**config.mk**
```make
export PLATFORM = sky130hd
export DESIGN_NAME = instr_ptr_unit
export DESIGN_NICKNAME = d
export VERILOG_FILES = /design/src/rtl/ip_pkg.sv /design/src/rtl/ip_step_gen.sv /design/src/rtl/ip_mode_fold.sv /design/src/rtl/instr_ptr_unit.sv
export SDC_FILE = /design/constraint.sdc
export NUM_CORES = 1
export LEC_CHECK = 0
export CAP_MARGIN = 30
export CORE_AREA = 2 2 92 94
export CTS_BUF_LIST = sky130_fd_sc_hd__clkbuf_8
export DETAILED_ROUTE_END_ITERATION = 8
export DIE_AREA = 0 0 94 96
export DONT_BUFFER_PORTS = 1
export HOLD_SLACK_MARGIN = 0.06
export PLACE_DENSITY = 0.77
export SETUP_SLACK_MARGIN = 0.02
export SLEW_MARGIN = 40
export SYNTH_ARGS = -nofsm -noshare
export SYNTH_HDL_FRONTEND = slang
export SYNTH_SLANG_ARGS = --single-unit
export TNS_END_PERCENT = 1
```
**constraint.sdc**
```tcl
create_clock -name clk -period 7.9 [get_ports clk]
set_clock_uncertainty 0.1 [all_clocks]
set_input_delay 1.185 -clock clk [delete_from_list [all_inputs] [get_ports clk]]
set_output_delay 1.185 -clock clk [all_outputs]
set_load 0.05 [all_outputs]
```
**src/rtl/ip_pkg.sv**
```systemverilog
package ip_pkg;
  typedef enum logic {
    IPM_BUNDLE = 1'b0,
    IPM_BYTE   = 1'b1
  } ip_mode_e;

  typedef enum logic [1:0] {
    IPS_HOLD = 2'd0,
    IPS_STEP = 2'd1,
    IPS_JUMP = 2'd2
  } ip_src_e;
endpackage

```
**src/rtl/ip_step_gen.sv**
```systemverilog
module ip_step_gen
  import ip_pkg::*;
#(
  parameter int ADDR_W       = 64,
  parameter int LEN_W        = 4,
  parameter int BUNDLE_BYTES = 16
) (
  input  logic [ADDR_W-1:0] cur_ip,
  input  ip_mode_e          mode,
  input  logic [LEN_W-1:0]  len,
  output logic [ADDR_W-1:0] seq_ip
);
  localparam logic [ADDR_W-1:0] BUNDLE_STEP = ADDR_W'(BUNDLE_BYTES);

  logic [ADDR_W-1:0] incr;

  always_comb begin
    if (mode == IPM_BYTE) incr = ADDR_W'(len);
    else                  incr = BUNDLE_STEP;
    seq_ip = cur_ip + incr;
  end
endmodule

```
**src/rtl/ip_mode_fold.sv**
```systemverilog
module ip_mode_fold
  import ip_pkg::*;
#(
  parameter int ADDR_W       = 64,
  parameter int LEG_W        = 32,
  parameter int BUNDLE_BYTES = 16
) (
  input  logic [ADDR_W-1:0] raw_ip,
  input  ip_mode_e          mode,
  output logic [ADDR_W-1:0] folded_ip
);
  localparam logic [ADDR_W-1:0] ALIGN_MASK = ~(ADDR_W'(BUNDLE_BYTES - 1));

  logic [ADDR_W-1:0] byte_view;

  generate
    if (LEG_W < ADDR_W) begin : g_zext
      assign byte_view = {{(ADDR_W-LEG_W){1'b0}}, raw_ip[LEG_W-1:0]};
    end else begin : g_full
      assign byte_view = raw_ip;
    end
  endgenerate

  always_comb begin
    if (mode == IPM_BYTE) folded_ip = byte_view;
    else                  folded_ip = raw_ip & ALIGN_MASK;
  end
endmodule

```
**src/rtl/instr_ptr_unit.sv**
```systemverilog
module instr_ptr_unit
  import ip_pkg::*;
#(
  parameter int                 ADDR_W       = 64,
  parameter int                 LEG_W        = 32,
  parameter int                 LEN_W        = 4,
  parameter int                 BUNDLE_BYTES = 16,
  parameter logic [ADDR_W-1:0]  RESET_VEC    = 64'h8000_0000_0000_100C
) (
  input  logic              clk,
  input  logic              rst_n,
  input  logic              byte_mode,
  input  logic              step_en,
  input  logic [LEN_W-1:0]  step_len,
  input  logic              jump_en,
  input  logic [ADDR_W-1:0] jump_addr,
  output logic [ADDR_W-1:0] ip_rd
);
  localparam logic [ADDR_W-1:0] ALIGN_MASK = ~(ADDR_W'(BUNDLE_BYTES - 1));
  localparam logic [ADDR_W-1:0] RESET_IP   = RESET_VEC & ALIGN_MASK;

  ip_mode_e          mode_d, mode_q;
  ip_src_e           src;
  logic [ADDR_W-1:0] ip_q, ip_d, seq_ip, raw_ip;
  logic              ip_en;

  assign mode_d = ip_mode_e'(byte_mode);

  ip_step_gen #(
    .ADDR_W(ADDR_W), .LEN_W(LEN_W), .BUNDLE_BYTES(BUNDLE_BYTES)
  ) u_step (
    .cur_ip(ip_q), .mode(mode_d), .len(step_len), .seq_ip(seq_ip)
  );

  // Branch wins over sequential advance
  always_comb begin
    if (jump_en)      src = IPS_JUMP;
    else if (step_en) src = IPS_STEP;
    else              src = IPS_HOLD;
    case (src)
      IPS_JUMP: raw_ip = jump_addr;
      IPS_STEP: raw_ip = seq_ip;
      default:  raw_ip = ip_q;
    endcase
    ip_en = (src != IPS_HOLD) || (mode_d != mode_q);
  end

  ip_mode_fold #(
    .ADDR_W(ADDR_W), .LEG_W(LEG_W), .BUNDLE_BYTES(BUNDLE_BYTES)
  ) u_fold (
    .raw_ip(raw_ip), .mode(mode_d), .folded_ip(ip_d)
  );

  always_ff @(posedge clk or negedge rst_n) begin
    if (!rst_n) begin
      ip_q   <= RESET_IP;
      mode_q <= IPM_BUNDLE;
    end else if (ip_en) begin
      ip_q   <= ip_d;
      mode_q <= mode_d;
    end
  end

  assign ip_rd = ip_q;

  assert_bundle_low_zero_R3: assert property (@(posedge clk) disable iff (!rst_n)
    (mode_q == IPM_BUNDLE) |-> (ip_rd[3:0] == 4'h0));

  assert_byte_upper_zero_R5: assert property (@(posedge clk) disable iff (!rst_n)
    (mode_q == IPM_BYTE) |-> (ip_rd[ADDR_W-1:LEG_W] == '0));

  assert_idle_hold_R8: assert property (@(posedge clk) disable iff (!rst_n)
    (!jump_en && !step_en && (mode_d == mode_q)) |=> $stable(ip_rd));

  assert_bundle_step_R2: assert property (@(posedge clk) disable iff (!rst_n)
    (!jump_en && step_en && !byte_mode && (mode_q == IPM_BUNDLE))
      |=> (ip_rd == $past(ip_rd) + ADDR_W'(BUNDLE_BYTES)));

  assert_jump_priority_R7: assert property (@(posedge clk) disable iff (!rst_n)
    (jump_en && !byte_mode) |=> (ip_rd == ($past(jump_addr) & ALIGN_MASK)));
endmodule

```
==> After elaboration in Yosys (flattened, before gate mapping) <==
Index checks and enable logic that the tools add are counted.
{ "totals": {"ff_bits": 65, "input_bits": 73, "output_inout_bits": 64, "wordCells": 19} }
{ "op_classes": {"addsub": 1, "n_eq_ne": 4, "n_mux": 5, "n_reduce_logical": 5} }
{ "op_table": {"columns": ["op", "count"], "rows": [
  ["$pmux W64 S2", 1],
  ["$add A64 B64 Y64", 1],
  ["$mux W64", 1],
  ["$mux W5", 1],
  ["$reduce_and A2 Y1", 2],
  ["$ne A3 B1 Y1 const B", 1],
  ["$reduce_bool A3 Y1", 1],
  ["$eq A2 B1 Y1 const B", 1],
  ["$eq A2 B2 Y1 const B", 1],
  ["$mux W2", 1],
  ["$reduce_bool A2 Y1", 1],
  ["$logic_or A1 B1 Y1", 1],
  ["$mux W1", 1],
  ["$ne A1 B1 Y1", 1]
]} }

==> Logic depth before layout (Yosys ltp) <==
Gate-level depths: netlist (run 1).
{ "logic_depth": {"ltp_word": 5, "depth_mapped": 12, "mapped_depth_nobuf": 9} }

==> Cells and area by module <==
A second synthesis (run 1) with hierarchy kept.
{ "unflattened": {"hier_cells": 655, "area_unflattened_um2": 6068.3} }
{ "modules_own_cells": {"columns": ["mod", "instances", "cells_per_inst", "area_per_inst_um2", "seq_area_each_um2"], "rows": [
  ["instr_ptr_unit", 1, 352, 4015.1, 1629.1],
  ["ip_step_gen", 1, 236, 1599.0, 0.0],
  ["ip_mode_fold", 1, 67, 454.2, 0.0]
]} }

==> Worst setup path after synthesis (run 1) <==
No wires, ideal clock.
{ "synth_timing": {"path_type": "input -> register", "startpoint": "in byte_mode", "endpoint": "reg ip_q[34], in the netlist ip_rd[34]", "setup_time_ns": 0.131, "arrival_ns": 3.431, "required_ns": 7.669, "slack_ns": 4.238, "path_stages": 11, "n_path_buf": 3, "path_cell_list": "clkbuf_1 and2_1 ha_1 fa_1 a211o_1 a21oi_1 nor4_1 buf_2 buf_2 a41oi_1 o21ai_0"} }
{ "synth_between": {"elab_chain_len": 4, "word_cells_on_any_way": 8, "classes_between": "add/sub (1); eq/ne (1); mux (3); reduce/logical (3)"} }
{ "synth_rtl": {"columns": ["element", "line", "rtl"], "rows": [
  ["from (decl)", "instr_ptr_unit.sv:12", "input logic byte_mode,"],
  ["$mux W5", "ip_step_gen.sv:18", "if (mode == IPM_BYTE) incr = ADDR_W'(len);"],
  ["$add A64 B64 Y64", "ip_step_gen.sv:20", "seq_ip = cur_ip + incr;"],
  ["$pmux W64 S2", "instr_ptr_unit.sv:40", "case (src)"],
  ["$mux W64", "ip_mode_fold.sv:25", "if (mode == IPM_BYTE) folded_ip = byte_view;"],
  ["to (signal assigned)", "instr_ptr_unit.sv:59", "ip_q <= ip_d;"],
  ["to (decl)", "instr_ptr_unit.sv:24", "logic [ADDR_W-1:0] ip_q, ip_d, seq_ip, raw_ip;"]
]} }
Parallel ways exist; a longest one is shown, timed or not.
A chain may end at the register's enable or synchronous reset.

==> Worst setup path in the final report (run 1) <==
{ "layout_timing": {"startpoint": "in step_len[3]", "endpoint": "reg ip_q[55], in the netlist ip_rd[55]"} }
{ "layout_between": {"elab_chain_len": 4} }
{ "layout_rtl": {"columns": ["element", "line", "rtl"], "rows": [
  ["from (decl)", "instr_ptr_unit.sv:14", "input logic [LEN_W-1:0] step_len,"],
  ["$mux W5", "ip_step_gen.sv:18", null],
  ["$add A64 B64 Y64", "ip_step_gen.sv:20", null],
  ["$pmux W64 S2", "instr_ptr_unit.sv:40", null],
  ["$mux W64", "ip_mode_fold.sv:25", null]
]} }
Every way passes these cells.

==> impl_metrics.json, run 1 <==
{
  "maxSlewViolCount": 0,
  "globalplace.congestion": 0.885,
  "ys.flop_type": "dfrtp_1",
  "grt_max_degree": 66,
  "final_cell_mix": "o21ai_0 (77), dfrtp_1 (63), nand2_1 (59), nand3_1 (28), nor2_1 (23)",
  "cts_root_buffer": "clkbuf_8",
  "drtIter0Drc": 272,
  "drc": 0,
  "overflow": 0,
  "worst_pin_slew_ps": 797,
  "synthToLayoutAreaGrowth_pct": 5.11,
  "layout_commonest_cell": "o21ai_0",
  "async_flop_share": 1.00,
  "placed_cell_area_um2": 4470,
  "synth_area_leaders": "dfrtp_1 (36%), o21ai_0 (8.9%), nand2_1 (5.0%)",
  "start_util": 0.550,
  "whs_ps": 415,
  "yosysTopAreaCell": "dfrtp_1",
  "final_area_um2": 4650,
  "peakVddDrop_uv": 131,
  "fin_crit_ps": 3550,
  "drive_gt1_frac": 0.0698,
  "clockBufferDepth": 2,
  "cts_tree": "done",
  "drtPass1Iterations": 4,
  "avgViaCountPerCell": 6.57,
  "setup_tns_ps": 0,
  "wl_per_cell_um": 20.0,
  "hold_buffers": 0,
  "ys_seq_area_frac": 0.368,
  "critical_path_class": "primary input to flop",
  "avgSynthCellArea_um2": 8.42,
  "die_y_um": 96,
  "hp-class": "primary input to asynchronous set/reset pin",
  "synth_cell_types": 60,
  "slew_headroom": 0.467,
  "ys_ff_latch": 65,
  "ys.warnings.count": 0,
  "p_total_mw": 0.910,
  "diodes": 0,
  "period_share": 0.449,
  "clock-sinks": 65,
  "grt_usage": 0.284,
  "ant_nets": 0,
  "cap_viol_max_count": 0,
  "clk_pin_slew_ps": 80,
  "place_hpwl_um": 8950,
  "antenna_found_initial": 0,
  "syn-cell-area_um2": 4430,
  "dp_cells": 604,
  "grt_pass1_wl_um": 20000,
  "powerDensity_nw_per_um2": 196,
  "crit_path_max_fanout": 8,
  "syn_nets": 605,
  "port_buffers": 0,
  "fin_nets": 590,
  "postSynthCellCount": 526,
  "numCtsBuffers": 9,
  "finalHoldViolCount": 0,
  "rsz0062_at_grt": "false",
  "cts_resized": 0,
  "synth_edf_count": 0,
  "cp-start-kind": "primary input",
  "vias": 4079,
  "worst_ep_arrival_time_ps": 3690,
  "rr_worst_depth": 8,
  "required_ps": 8040,
  "clk_latency_ps": 360,
  "setup-violations-final": 0,
  "dieArea_um2": 9020,
  "design.core.area_um2": 8050,
  "io_pins": 137,
  "synth.top_cell.area_share": 0.356,
  "die_x_um": 94,
  "p_leak_nw": 1.78,
  "post-cts-setup-buffers": 0,
  "fin_cells": 621,
  "htree_levels": 3,
  "rows": 33,
  "reg2reg_slack_ps": 4610,
  "grt_pass1_vias": 3941,
  "endpoint_kind": "flop",
  "max_freq_ghz": 0.282,
  "status": "completed",
  "wirelength_um": 12400
}
-- per-layer routing --
layer / share of wire / track usage / vias to the layer above
met3: 0.098 / 0.0720 / 22
met2: 0.50 / 0.474 / 208
met4: 0.020 / 0.109 / 0
met1: 0.39 / 0.355 / 1907
li1: - / - / 1942
met5: 0 / 0 / -
-- through the flow --
step | setup slack (ps) | utilization
floorplan | 4240 | -
global placement | 3910 | 0.555
detailed placement | 3830 | 0.556
CTS | 4210 | 0.577
global route | 4200 | 0.578
finish | 4350 | 0.578
-- area by class of cell --
class,count,area (um^2)
tap,105,131
sequential,65,1630
clock inverter,6,36.3
clock buffer,10,138
inverter,10,37.5
multi-input combinational,420,2650
fill,732,3400
timing repair buffer,5,37.5
-- kinds of logic after synthesis --
logic type / share of synthesized area
multiplexers: 0.00961
AND/OR/NAND/NOR: 0.237
flip-flops: 0.368
AO/OA/AOI/OAI: 0.265
XOR/XNOR: 0.0633
buffers and inverters: 0.0381
adder cells (fa/ha/maj): 0.0186
-- flip-flops by register name (all words and copies together) (netlist names) --
name / cells
mode_q: 1
ip_rd: 64
-- cell usage after synthesis, types with 8 or more instances --
cell      count
a21oi_1      12
a221o_1       8
a31oi_1      14
and2_1        8
and3_1       16
and4_1        9
clkbuf_1     23
dfrtp_1      63
inv_1        10
nand2_1      59
nand3_1      28
nand4_1      19
nor2_1       24
o21a_1       15
o21ai_0      79
xnor2_1      12
xor2_1       20
-- final timing paths --
path | startpoint | endpoint
setup / recovery | step_len[3] | ip_rd[55]
hold / removal | rst_n | ip_rd[33]
setup reg to reg | ip_rd[3] | ip_rd[55]
hold reg to reg | mode_q | ip_rd[3]
max in group asynchronous | rst_n | ip_rd[63]
min in group clk | mode_q | ip_rd[3]
-- report_power, final --
group | switching [mW] | internal (mW) | total [mW]
logic | 0.0590 | 0.0519 | 0.111
clock network | 0.138 | 0.120 | 0.258
registers | 0.177 | 0.364 | 0.541
total | 0.374 | 0.536 | 0.910
-- critical path, cell delays in order --
cell and delay, ps:
and2_1 140, ha_1 360, nand3_1 110, or2_1 290, a2111oi_4 640, buf_4 270
nand2_2 80, o311a_1 360, a221o_1 250
No activity file was read; power rests on OpenSTA's default activity.
==> run 2, diff against run 1 <==
--- a/config.mk
+++ b/config.mk
@@ -5,14 +5,15 @@
 export SDC_FILE = /design/constraint.sdc
 export NUM_CORES = 1
 export LEC_CHECK = 0
+export ABC_AREA = 1
 export CAP_MARGIN = 30
-export CORE_AREA = 2 2 92 94
+export CORE_AREA = 2 2 102 104
 export CTS_BUF_LIST = sky130_fd_sc_hd__clkbuf_8
 export DETAILED_ROUTE_END_ITERATION = 8
-export DIE_AREA = 0 0 94 96
+export DIE_AREA = 0 0 104 106
 export DONT_BUFFER_PORTS = 1
 export HOLD_SLACK_MARGIN = 0.06
-export PLACE_DENSITY = 0.77
+export PLACE_DENSITY = 0.78
 export SETUP_SLACK_MARGIN = 0.02
 export SLEW_MARGIN = 40
 export SYNTH_ARGS = -nofsm -noshare
==> constraint.sdc (replaced) <==
create_clock -name clk -period 3.5 [get_ports clk]
set_clock_uncertainty 0.1 [all_clocks]
set_input_delay 0.525 -clock clk [delete_from_list [all_inputs] [get_ports clk]]
set_output_delay 0.525 -clock clk [all_outputs]
set_load 0.05 [all_outputs]
==> impl_metrics.json, run 2 <==
{
  "status": "completed",
  "antenna_found_initial": 0,
  "place_hpwl_um": 14900,
  "final_cell_mix": "nand2_1 (287), nor2_1 (160), inv_1 (101), nand3_1 (73), dfrtp_1 (63)",
  "crit_path_max_fanout": 6,
  "ys_seq_area_frac": 0.292,
  "worst_ep_arrival_time_ps": 2690,
  "final_area_um2": 5980,
  "wl_per_cell_um": 18.1,
  "io_pins": 137,
  "r2r_start": "ip_rd[0]",
  "syn_nets": 998,
  "grt_usage": 0.352,
  "powerDensity_nw_per_um2": 376,
  "port_buffers": 0,
  "critical_path_class": "flop to flop",
  "cts_tree": "done",
  "layout_commonest_cell": "nand2_1",
  "slew_headroom": 0.499,
  "peakVddDrop_uv": 188,
  "avgSynthCellArea_um2": 6.07,
  "grt_pass1_wl_um": 29900,
  "synth_common_cells": "nand2_1 (288), nor2_1 (161), inv_1 (100)",
  "clockBufferDepth": 2,
  "synthToLayoutAreaGrowth_pct": 7.22,
  "worst_pin_slew_ps": 752,
  "hold_buffers": 2,
  "yosysTopAreaCell": "dfrtp_1",
  "synth_area_leaders": "dfrtp_1 (28%), nand2_1 (19%), nor2_1 (11%)",
  "ys_ff_latch": 65,
  "hp-class": "primary input to flop",
  "die_y_um": 106,
  "synth_cell_types": 33,
  "cts_resized": 0,
  "cts_root_buffer": "clkbuf_8",
  "period_share": 0.725,
  "rows": 37,
  "ant_nets": 0,
  "drc": 0,
  "dieArea_um2": 11000,
  "vias": 5976,
  "rsz0062_at_grt": "false",
  "synth_most_common_cell": "nand2_1",
  "wirelength_um": 19200,
  "ys.flop_type": "dfrtp_1",
  "cp-start-kind": "flop",
  "startpoint": "ip_rd[0]",
  "hp-start": "byte_mode",
  "synth.top_cell.area_share": 0.283,
  "drtPass1Iterations": 7,
  "p_leak_nw": 2.62,
  "grt_pass1_vias": 5556,
  "finalHoldViolCount": 0,
  "largest_reg_flops": 64,
  "clock-sinks": 65,
  "maxSlewViolCount": 0,
  "clk_pin_slew_ps": 70,
  "max_freq_ghz": 0.394,
  "cap_viol_max_count": 0,
  "async_flop_share": 1.00,
  "fin_nets": 999,
  "drive_gt1_frac": 0.116,
  "endpoint_kind": "flop",
  "placed_cell_area_um2": 5740,
  "clk_latency_ps": 350,
  "setup_tns_ps": 0,
  "htree_levels": 3,
  "setup-violations-final": 0,
  "start_util": 0.558,
  "syn-cell-area_um2": 5580,
  "die_x_um": 104,
  "post-cts-setup-buffers": 0,
  "diodes": 0,
  "postSynthCellCount": 919,
  "synth_edf_count": 0,
  "globalplace.congestion": 0.953,
  "design.core.area_um2": 10000,
  "numCtsBuffers": 9,
  "grt_max_degree": 66,
  "postLayoutCoreUtil": 0.598,
  "fin_crit_ps": 2540,
  "required_ps": 3650,
  "avgViaCountPerCell": 5.64,
  "ys.warnings.count": 0,
  "overflow": 0,
  "drtIter0Drc": 417
}
==> run 2: area by class of cell <==
type                    instances  area, um^2
well taps                     136         170
repair buffers                 12         113
inverters                     108         405
flip-flops and latches         65        1630
clock inverters                 4        43.8
fillers                      1041        4020
clock buffers                  11         151
multi-input cells             724        3470
==> run 2: kinds of logic (layout without fill, tap and decap cells) <==
group / count (synthesis) / after routing / share of synthesized area
AND/OR/NAND/NOR: 623 / 623 / 0.494
buffers and inverters: 130 / 135 / 0.0900
AO/OA/AOI/OAI: 81 / 81 / 0.0875
flip-flops: 65 / 65 / 0.292
XOR/XNOR: 14 / 14 / 0.0220
adder cells (fa/ha/maj): 6 / 6 / 0.0148
==> run 2: worst paths after layout <==
check	depth (start not counted)	end	slack, ps
worst min register to register	2	ip_rd[63]	510
max in group asynchronous	2	ip_rd[63]	2350
worst max register to register	12	ip_rd[38]	960
min in group asynchronous	2	ip_rd[5]	590
worst max-delay path	12	ip_rd[38]	960
worst min-delay path	0	mode_q	100
==> run 2: power breakdown <==
group	switching [mW]	internal, mW	leakage (nW)
registers	0.372	0.818	0.810
logic	0.259	0.132	1.70
clock network	0.310	0.359	0.106
total	0.941	1.31	2.62
==> run 2: critical path: stages (launching register included) <==
cell and delay, ps:
dfrtp_1 580, ha_1 330, fa_1 460, nand2_1 110
nand2_1 90, nand3_1 90, nand2_2 120, nand2_2 180
inv_1 100, nand3b_1 90, nand3_1 80, nand2_1 70
nand2_1 40
==> run 2: metrics by stage <==
stage	std cells	power [mW]	hold WS [ps]	setup slack, ps
after floorplan	919	1.45	129	1200
after global placement	1043	1.56	131	1010
after detailed placement	1043	1.57	131	995
after CTS	1060	2.25	88.0	975
after global routing	1060	2.35	75.2	770
final	1060	2.25	96.4	963
==> run 2: per-layer routing <==
layer	track usage	vias up	share of wire	routed length, um
met4	0.159	0	0.040	777
li1	-	2900	-	-
met5	0	-	0	0
met1	0.465	2763	0.43	8300
met3	0.0644	55	0.069	1320
met2	0.562	258	0.46	8810
